**src/rtl/mosi_pkg.sv**
```systemverilog
package mosi_pkg;

    typedef enum logic [1:0] {
        L_INV = 2'd0,
        L_US  = 2'd1,
        L_OS  = 2'd2,
        L_OE  = 2'd3
    } lstate_e;

    typedef enum logic [1:0] {
        C_NONE = 2'd0,
        C_READ = 2'd1,
        C_INV  = 2'd2,
        C_WB   = 2'd3
    } bcmd_e;

    typedef enum logic [2:0] {
        F_IDLE,
        F_WB,
        F_FILL,
        F_INV,
        F_RESP
    } fsm_e;

    function automatic logic is_owner(lstate_e s);
        return (s == L_OS) || (s == L_OE);
    endfunction

endpackage

```
**src/rtl/mosi_lookup.sv**
```systemverilog
module mosi_lookup
    import mosi_pkg::*;
#(
    parameter int IDX_W  = 4,
    parameter int TAG_W  = 4,
    parameter int DATA_W = 16,
    localparam int LINES = 1 << IDX_W
) (
    input  lstate_e [LINES-1:0]             st_arr,
    input  logic    [LINES-1:0][TAG_W-1:0]  tag_arr,
    input  logic    [LINES-1:0][DATA_W-1:0] dat_arr,
    input  logic    [IDX_W-1:0]             idx,
    input  logic    [TAG_W-1:0]             tag,
    output lstate_e                         st,
    output logic    [TAG_W-1:0]             line_tag,
    output logic    [DATA_W-1:0]            data,
    output logic                            tag_eq,
    output logic                            hit
);
    always_comb begin
        st       = st_arr[idx];
        line_tag = tag_arr[idx];
        data     = dat_arr[idx];
        tag_eq   = (line_tag == tag);
        hit      = tag_eq && (st != L_INV);
    end
endmodule

```
**src/rtl/mosi_snoop_policy.sv**
```systemverilog
module mosi_snoop_policy
    import mosi_pkg::*;
(
    input  logic    valid,
    input  bcmd_e   cmd,
    input  logic    rb_en,
    input  logic    tag_eq,
    input  lstate_e cur,
    output lstate_e nxt,
    output logic    load,
    output logic    inhibit
);
    logic present;

    always_comb begin
        present = tag_eq && (cur != L_INV);
        nxt     = cur;
        load    = 1'b0;
        inhibit = 1'b0;
        if (valid) begin
            unique case (cmd)
                C_READ: begin
                    if (present && is_owner(cur)) begin
                        inhibit = 1'b1;
                        nxt     = L_OS;
                    end else if (rb_en && tag_eq && cur == L_INV) begin
                        nxt  = L_US;
                        load = 1'b1;
                    end
                end
                C_INV: begin
                    if (present) nxt = L_INV;
                end
                default: ;
            endcase
        end
    end
endmodule

```
**src/rtl/mosi_snoop_ctrl.sv**
```systemverilog
module mosi_snoop_ctrl
    import mosi_pkg::*;
#(
    parameter int ADDR_W = 8,
    parameter int IDX_W  = 4,
    parameter int DATA_W = 16
) (
    input  logic              clk,
    input  logic              rst_n,
    input  logic              rd_bcast_en,
    input  logic              cpu_req,
    input  logic              cpu_we,
    input  logic [ADDR_W-1:0] cpu_addr,
    input  logic [DATA_W-1:0] cpu_wdata,
    output logic [DATA_W-1:0] cpu_rdata,
    output logic              cpu_done,
    output logic              bus_req,
    output logic [1:0]        bus_cmd,
    output logic [ADDR_W-1:0] bus_addr,
    output logic [DATA_W-1:0] bus_wdata,
    input  logic              bus_gnt,
    input  logic [DATA_W-1:0] bus_rdata,
    input  logic              snp_valid,
    input  logic [1:0]        snp_cmd,
    input  logic [ADDR_W-1:0] snp_addr,
    input  logic [DATA_W-1:0] snp_data,
    output logic              snp_inhibit,
    output logic [DATA_W-1:0] snp_sdata
);
    localparam int TAG_W = ADDR_W - IDX_W;
    localparam int LINES = 1 << IDX_W;

    typedef struct packed {
        fsm_e                              fsm;
        logic                              done;
        logic    [DATA_W-1:0]              rdata;
        lstate_e [LINES-1:0]               st;
        logic    [LINES-1:0][TAG_W-1:0]    tag;
        logic    [LINES-1:0][DATA_W-1:0]   dat;
    } regs_t;

    regs_t r_d, r_q;

    // processor-side directory port
    logic [IDX_W-1:0]  c_idx;
    logic [TAG_W-1:0]  c_tag;
    lstate_e           c_st;
    logic [TAG_W-1:0]  c_ltag;
    logic [DATA_W-1:0] c_data;
    logic              c_teq, c_hit, c_owned;

    assign c_idx   = cpu_addr[IDX_W-1:0];
    assign c_tag   = cpu_addr[ADDR_W-1:IDX_W];
    assign c_owned = is_owner(c_st);

    mosi_lookup #(.IDX_W(IDX_W), .TAG_W(TAG_W), .DATA_W(DATA_W)) u_cpu_look (
        .st_arr(r_q.st), .tag_arr(r_q.tag), .dat_arr(r_q.dat),
        .idx(c_idx), .tag(c_tag),
        .st(c_st), .line_tag(c_ltag), .data(c_data), .tag_eq(c_teq), .hit(c_hit)
    );

    // bus-side directory port
    logic [IDX_W-1:0]  s_idx;
    logic [TAG_W-1:0]  s_tag;
    lstate_e           s_st, sp_nxt;
    logic [TAG_W-1:0]  s_ltag;
    logic [DATA_W-1:0] s_data;
    logic              s_teq, s_hit, sp_load, sp_inh;

    assign s_idx = snp_addr[IDX_W-1:0];
    assign s_tag = snp_addr[ADDR_W-1:IDX_W];

    mosi_lookup #(.IDX_W(IDX_W), .TAG_W(TAG_W), .DATA_W(DATA_W)) u_snp_look (
        .st_arr(r_q.st), .tag_arr(r_q.tag), .dat_arr(r_q.dat),
        .idx(s_idx), .tag(s_tag),
        .st(s_st), .line_tag(s_ltag), .data(s_data), .tag_eq(s_teq), .hit(s_hit)
    );

    mosi_snoop_policy u_policy (
        .valid(snp_valid), .cmd(bcmd_e'(snp_cmd)), .rb_en(rd_bcast_en),
        .tag_eq(s_teq), .cur(s_st),
        .nxt(sp_nxt), .load(sp_load), .inhibit(sp_inh)
    );

    assign snp_inhibit = sp_inh;
    assign snp_sdata   = s_data;
    assign cpu_done    = r_q.done;
    assign cpu_rdata   = r_q.rdata;

    always_comb begin
        r_d      = r_q;
        r_d.done = 1'b0;
        bus_req   = 1'b0;
        bus_cmd   = C_NONE;
        bus_addr  = cpu_addr;
        bus_wdata = cpu_wdata;

        // snooped transaction updates the addressed line
        r_d.st[s_idx] = sp_nxt;
        if (sp_load) r_d.dat[s_idx] = snp_data;

        // processor request sequencing
        unique case (r_q.fsm)
            F_IDLE: begin
                if (cpu_req && !snp_valid) begin
                    if (c_hit) begin
                        if (!cpu_we) begin
                            r_d.done  = 1'b1;
                            r_d.rdata = c_data;
                            r_d.fsm   = F_RESP;
                        end else if (c_st == L_OE) begin
                            r_d.dat[c_idx] = cpu_wdata;
                            r_d.done       = 1'b1;
                            r_d.fsm        = F_RESP;
                        end else begin
                            r_d.fsm = F_INV;
                        end
                    end else if (c_owned) begin
                        r_d.fsm = F_WB;
                    end else begin
                        r_d.fsm = F_FILL;
                    end
                end
            end
            F_WB: begin
                if (!c_owned) begin
                    r_d.fsm = F_FILL;
                end else begin
                    bus_req   = 1'b1;
                    bus_cmd   = C_WB;
                    bus_addr  = {c_ltag, c_idx};
                    bus_wdata = c_data;
                    if (bus_gnt) begin
                        r_d.st[c_idx] = L_INV;
                        r_d.fsm       = F_FILL;
                    end
                end
            end
            F_FILL: begin
                bus_req = 1'b1;
                bus_cmd = C_READ;
                if (bus_gnt) begin
                    r_d.tag[c_idx] = c_tag;
                    r_d.dat[c_idx] = bus_rdata;
                    r_d.st[c_idx]  = L_US;
                    if (cpu_we) begin
                        r_d.fsm = F_INV;
                    end else begin
                        r_d.done  = 1'b1;
                        r_d.rdata = bus_rdata;
                        r_d.fsm   = F_RESP;
                    end
                end
            end
            F_INV: begin
                if (!c_hit) begin
                    r_d.fsm = F_FILL;
                end else begin
                    bus_req = 1'b1;
                    bus_cmd = C_INV;
                    if (bus_gnt) begin
                        r_d.st[c_idx]  = L_OE;
                        r_d.dat[c_idx] = cpu_wdata;
                        r_d.done       = 1'b1;
                        r_d.fsm        = F_RESP;
                    end
                end
            end
            F_RESP: r_d.fsm = F_IDLE;
            default: r_d.fsm = F_IDLE;
        endcase
    end

    always_ff @(posedge clk or negedge rst_n) begin
        if (!rst_n) begin
            r_q.fsm   <= F_IDLE;
            r_q.done  <= 1'b0;
            r_q.rdata <= '0;
            r_q.st    <= {LINES{L_INV}};
            r_q.tag   <= '0;
            r_q.dat   <= '0;
        end else begin
            r_q <= r_d;
        end
    end

    // inhibit only during a snooped read
    p_inhibit_on_read_r9: assert property (@(posedge clk) disable iff (!rst_n)
        snp_inhibit |-> (snp_valid && snp_cmd == C_READ));

    // a granted write-back is followed by the fetch of the new line
    p_wb_then_fill_r7: assert property (@(posedge clk) disable iff (!rst_n)
        (bus_req && bus_cmd == C_WB && bus_gnt) |=> (bus_req && bus_cmd == C_READ));

    // read-miss data reaches the processor one cycle after the grant
    p_fill_returns_r2: assert property (@(posedge clk) disable iff (!rst_n)
        (bus_req && bus_cmd == C_READ && bus_gnt && !cpu_we)
        |=> (cpu_done && cpu_rdata == $past(bus_rdata)));

    // a granted invalidation completes the write
    p_inv_completes_r3: assert property (@(posedge clk) disable iff (!rst_n)
        (bus_req && bus_cmd == C_INV && bus_gnt) |=> cpu_done);

    // completion is a single-cycle pulse
    p_done_pulse_r10: assert property (@(posedge clk) disable iff (!rst_n)
        cpu_done |=> !cpu_done);

    // right after a snooped invalidation the same address is not owned here
    p_inv_drops_owner_r8: assert property (@(posedge clk) disable iff (!rst_n)
        (snp_valid && snp_cmd == C_INV && !bus_gnt)
        |=> !(snp_valid && snp_cmd == C_READ && snp_addr == $past(snp_addr) && snp_inhibit));

endmodule

```
**config.mk**
```make
export PLATFORM = sky130hd
export DESIGN_NAME = mosi_snoop_ctrl
export DESIGN_NICKNAME = d
export VERILOG_FILES = /design/src/rtl/mosi_pkg.sv /design/src/rtl/mosi_lookup.sv /design/src/rtl/mosi_snoop_policy.sv /design/src/rtl/mosi_snoop_ctrl.sv
export SDC_FILE = /design/constraint.sdc
export NUM_CORES = 1
export LEC_CHECK = 0
export BUFFER_PORTS_ARGS = -buffer_cell sky130_fd_sc_hd__buf_2
export CELL_PAD_IN_SITES_DETAIL_PLACEMENT = 0
export CELL_PAD_IN_SITES_GLOBAL_PLACEMENT = 1
export CORE_UTILIZATION = 40
export CTS_BUF_LIST = sky130_fd_sc_hd__clkbuf_16
export DETAILED_ROUTE_END_ITERATION = 6
export MAX_ROUTING_LAYER = met4
export PLACE_DENSITY = 0.74
export SETUP_SLACK_MARGIN = 0.15
export SLEW_MARGIN = 20
export SYNTH_ARGS = -nofsm -noshare
export SYNTH_HDL_FRONTEND = slang
export SYNTH_SLANG_ARGS = --single-unit
```
**constraint.sdc**
```tcl
create_clock -name clk -period 6.3 [get_ports clk]
set_input_delay 0.63 -clock clk [delete_from_list [all_inputs] [get_ports clk]]
set_output_delay 0.63 -clock clk [all_outputs]
set_load 0.05 [all_outputs]
```
==> results.tsv <==
stage	metric	value	unit
run_status	status	finished, final reports clean	
synth	synth_area_leader_cell	dfrtp_1	
die	start_util	0.4081	
sta	hold_violations	0	
sta	fin_crit	5.197	ns
sta	fin_skew	0.03037	ns
clock_network	cts_root_buf	clkbuf_16	
synth	syn_area_per_cell	10.71	sq um
die	die_x	253.8	um
sta	drv_slew	0	
global_routing	grt-ovfl-total	0	
synth	yosysTopAreaCellShare	0.3670	
die	die_h	253.8	um
clock_network	cts_made_buffers	45	
sta	setup_ws	1.103	ns
place	routabilityCongestion	0.9840	
die	num_rows	91	
sta	rsz0062_at_grt	no	
place	portBuffers	133	
setup_path	path_cells	buf_2, buf_4, nor2b_1, a22o_1, o211ai_1, o211ai_1, or4_1, nor2_2, nand2_1, nand2_1, buf_2	
setup_path	cpPeakStageDelay	0.71	ns
synth	synth_edf_count	0	
routing	viasPerCell	7.178	
routing	wl	113.1	mm
sta	min_period_over_period	0.8249	
place	dpl_cell_area	26820	sq um
global_routing	grt_pass1_wl	163.6	mm
die	coreArea	62170	sq um
clock_network	cts_setup_buffers	0	
routing	first_iter_violations	3485	
place	dp_slack	0.9315	ns
final_layout	drive_gt1_frac	0.2707	
clock_network	clk_path_buf_depth	3	
clock_network	postCtsHoldBufs	0	
clock_network	post_cts_resized	0	
routing	ant_nets	0	
final_layout	finalNetCount	2467	
setup_path	start_kind	input pin	
hold_path	hold_path_class	input pin to async pin	
synth	synth_warnings	0	
sta	tightestPinTransition	1.301	ns
final_layout	syn_to_final_growth	11.60	%
job	cap_violations	0	
synth	synth-seq-area-share	0.3670	
setup_path	cp.required	5.67	ns
power_and_ir_drop	p_per_area	392.7	nW/um^2
sta	timing.fmax	0.1924	GHz
setup_path	timing_worst_setup_path_type	input pin to output port	
setup_path	cp.arrival	4.57	ns
synth	ys_seq_elements	372	
clock_network	cts_sinks	372	
routing	wl_per_cell	34.62	um
routing	firstDrtPassIters	6	
setup_path	crit_fanout	27	
power_and_ir_drop	vdd_drop_max	0.0002760	V
clock_network	clkLatencyLatePin	0.62	ns
die	io_pins	134	
synth	synthArstFlopShare	1.000	
clock_network	htreeDepth	2	
synth	ys_types	67	
setup_path	end_kind	output port	
final_layout	final_area	28310	sq um
routing	route.detailed.drc	0	
sta	setup_violations	0	
clock_network	clk_pin_slew	0.06	ns
die	dieArea	64430	sq um
synth	synth_ff_type	dfrtp_1	
final_layout	finalCoreUtilization	0.4554	
synth	mappedNetlistNets	2444	
sta	fin_tns_setup	0	ns
place	place_hpwl	72.37	mm
setup_path	cpMaxStageDelayCell	or4_1	
synth	postSynthCellCount	2369	
synth	synth_area	25370	sq um
global_routing	grt_pass1_vias	22980	
routing	via_count	23450	
sta	slew_headroom	0.1290	
power_and_ir_drop	p_leak	13.10	nW
clock_network	tritoncts	built	
synth	synth_area_leaders	dfrtp_1, mux4_2, mux2i_1	
global_routing	grt_max_degree	117	
global_routing	track_usage	0.3634	
global_routing	antenna_found_initial	2	
[Yosys cell counts, types with 15 or more instances]
library cell / n
dfrtp_1: 372
mux2i_1: 262
nand2_1: 217
o22ai_1: 217
mux4_2: 201
nor2_1: 164
clkbuf_1: 151
mux2_2: 107
o21ai_0: 94
a21oi_1: 76
a22oi_1: 70
nor3_1: 47
buf_2: 42
buf_4: 33
buf_1: 26
nand3_1: 22
nand4_1: 20
nor3_2: 18
nand3b_1: 16
or3_1: 16
and3_1: 15
[cell families after synthesis]
family                   share of synthesized area
AND/OR/NAND/NOR                             0.1073
flip-flops                                  0.3670
XOR/XNOR                                  0.003798
buffers and inverters                      0.04735
adder cells (fa/ha/maj)                  0.0009863
AO/OA/AOI/OAI                               0.1432
multiplexers                                0.3304
[worst paths after layout]
path / startpoint / endpoint / slack, ns / cells after the start
worst max-delay path: cpu_addr[2] / bus_req / 1.10 / 11
worst min register to register: cpu_rdata[6] / cpu_rdata[6] / 0.52 / 2
max in group asynchronous: rst_n / r_q[73] / 4.90 / 2
worst max register to register: flip-flop / r_q[221] / 1.85 / 10
worst min-delay path: rst_n / r_q[250] / 0.08 / 1
min in group clk: bus_rdata[12] / r_q[124] / 0.32 / 3
[layout by cell type, fill, tap and decap left out, drive strengths merged, types with 14 or more instances in the layout]
cell    count
nor2      165
nand3b     16
nor3       65
dfrtp     372
inv        20
or3        17
nand3      22
o22ai     217
a21oi      76
nand4      20
nand2b     14
mux2i     262
buf       233
mux4      202
clkinv     21
and3       15
a22oi      70
o21ai      97
nand2     218
clkbuf     46
mux2      107
[metal layers]
metal / global-route usage / up-vias / wire length (um)
li1: - / 9184 / -
met1: 0.4612 / 11760 / 41840
met2: 0.5087 / 2024 / 48600
met3: 0.1092 / 484 / 15020
met4: 0.2189 / 0 / 7656
met5: - / - / 0
[critical path: cells and delay by family]
kind | cells | cell delay [ns]
simple gates | 5 | 1.89
buf+inv | 3 | 1.45
compound gates | 3 | 0.56
[report_power, final]
part	total, W	switching, W	internal, W
combinational	0.00460	0.00283	0.00177
sequential	0.00382	0.000657	0.00317
clock	0.00269	0.00116	0.00153
[layout make-up]
| cell class | count | area (sq um) |
|---|---|---|
| fill | 5870 | 33860 |
| multi-input combinational | 1729 | 14970 |
| sequential | 372 | 9309 |
| timing repair buffer | 233 | 1464 |
| clock buffer | 46 | 1151 |
| tap | 837 | 1047 |
| clock inverter | 36 | 317.8 |
| inverter | 11 | 41.29 |
| antenna | 3 | 7.507 |
[stage by stage]
stage	cells	power [W]	hold slack, ns
6_report	3267	0.01112	0.08280
4_1_cts	3262	0.01096	0.1427
3_5_place_dp	3180	0.008276	0.5128
2_1_floorplan	2369	0.006783	0.3344
3_3_place_gp	3173	0.008131	0.5016
5_1_grt	3267	0.01151	0.1647
Power figures use the tool's default switching activity.
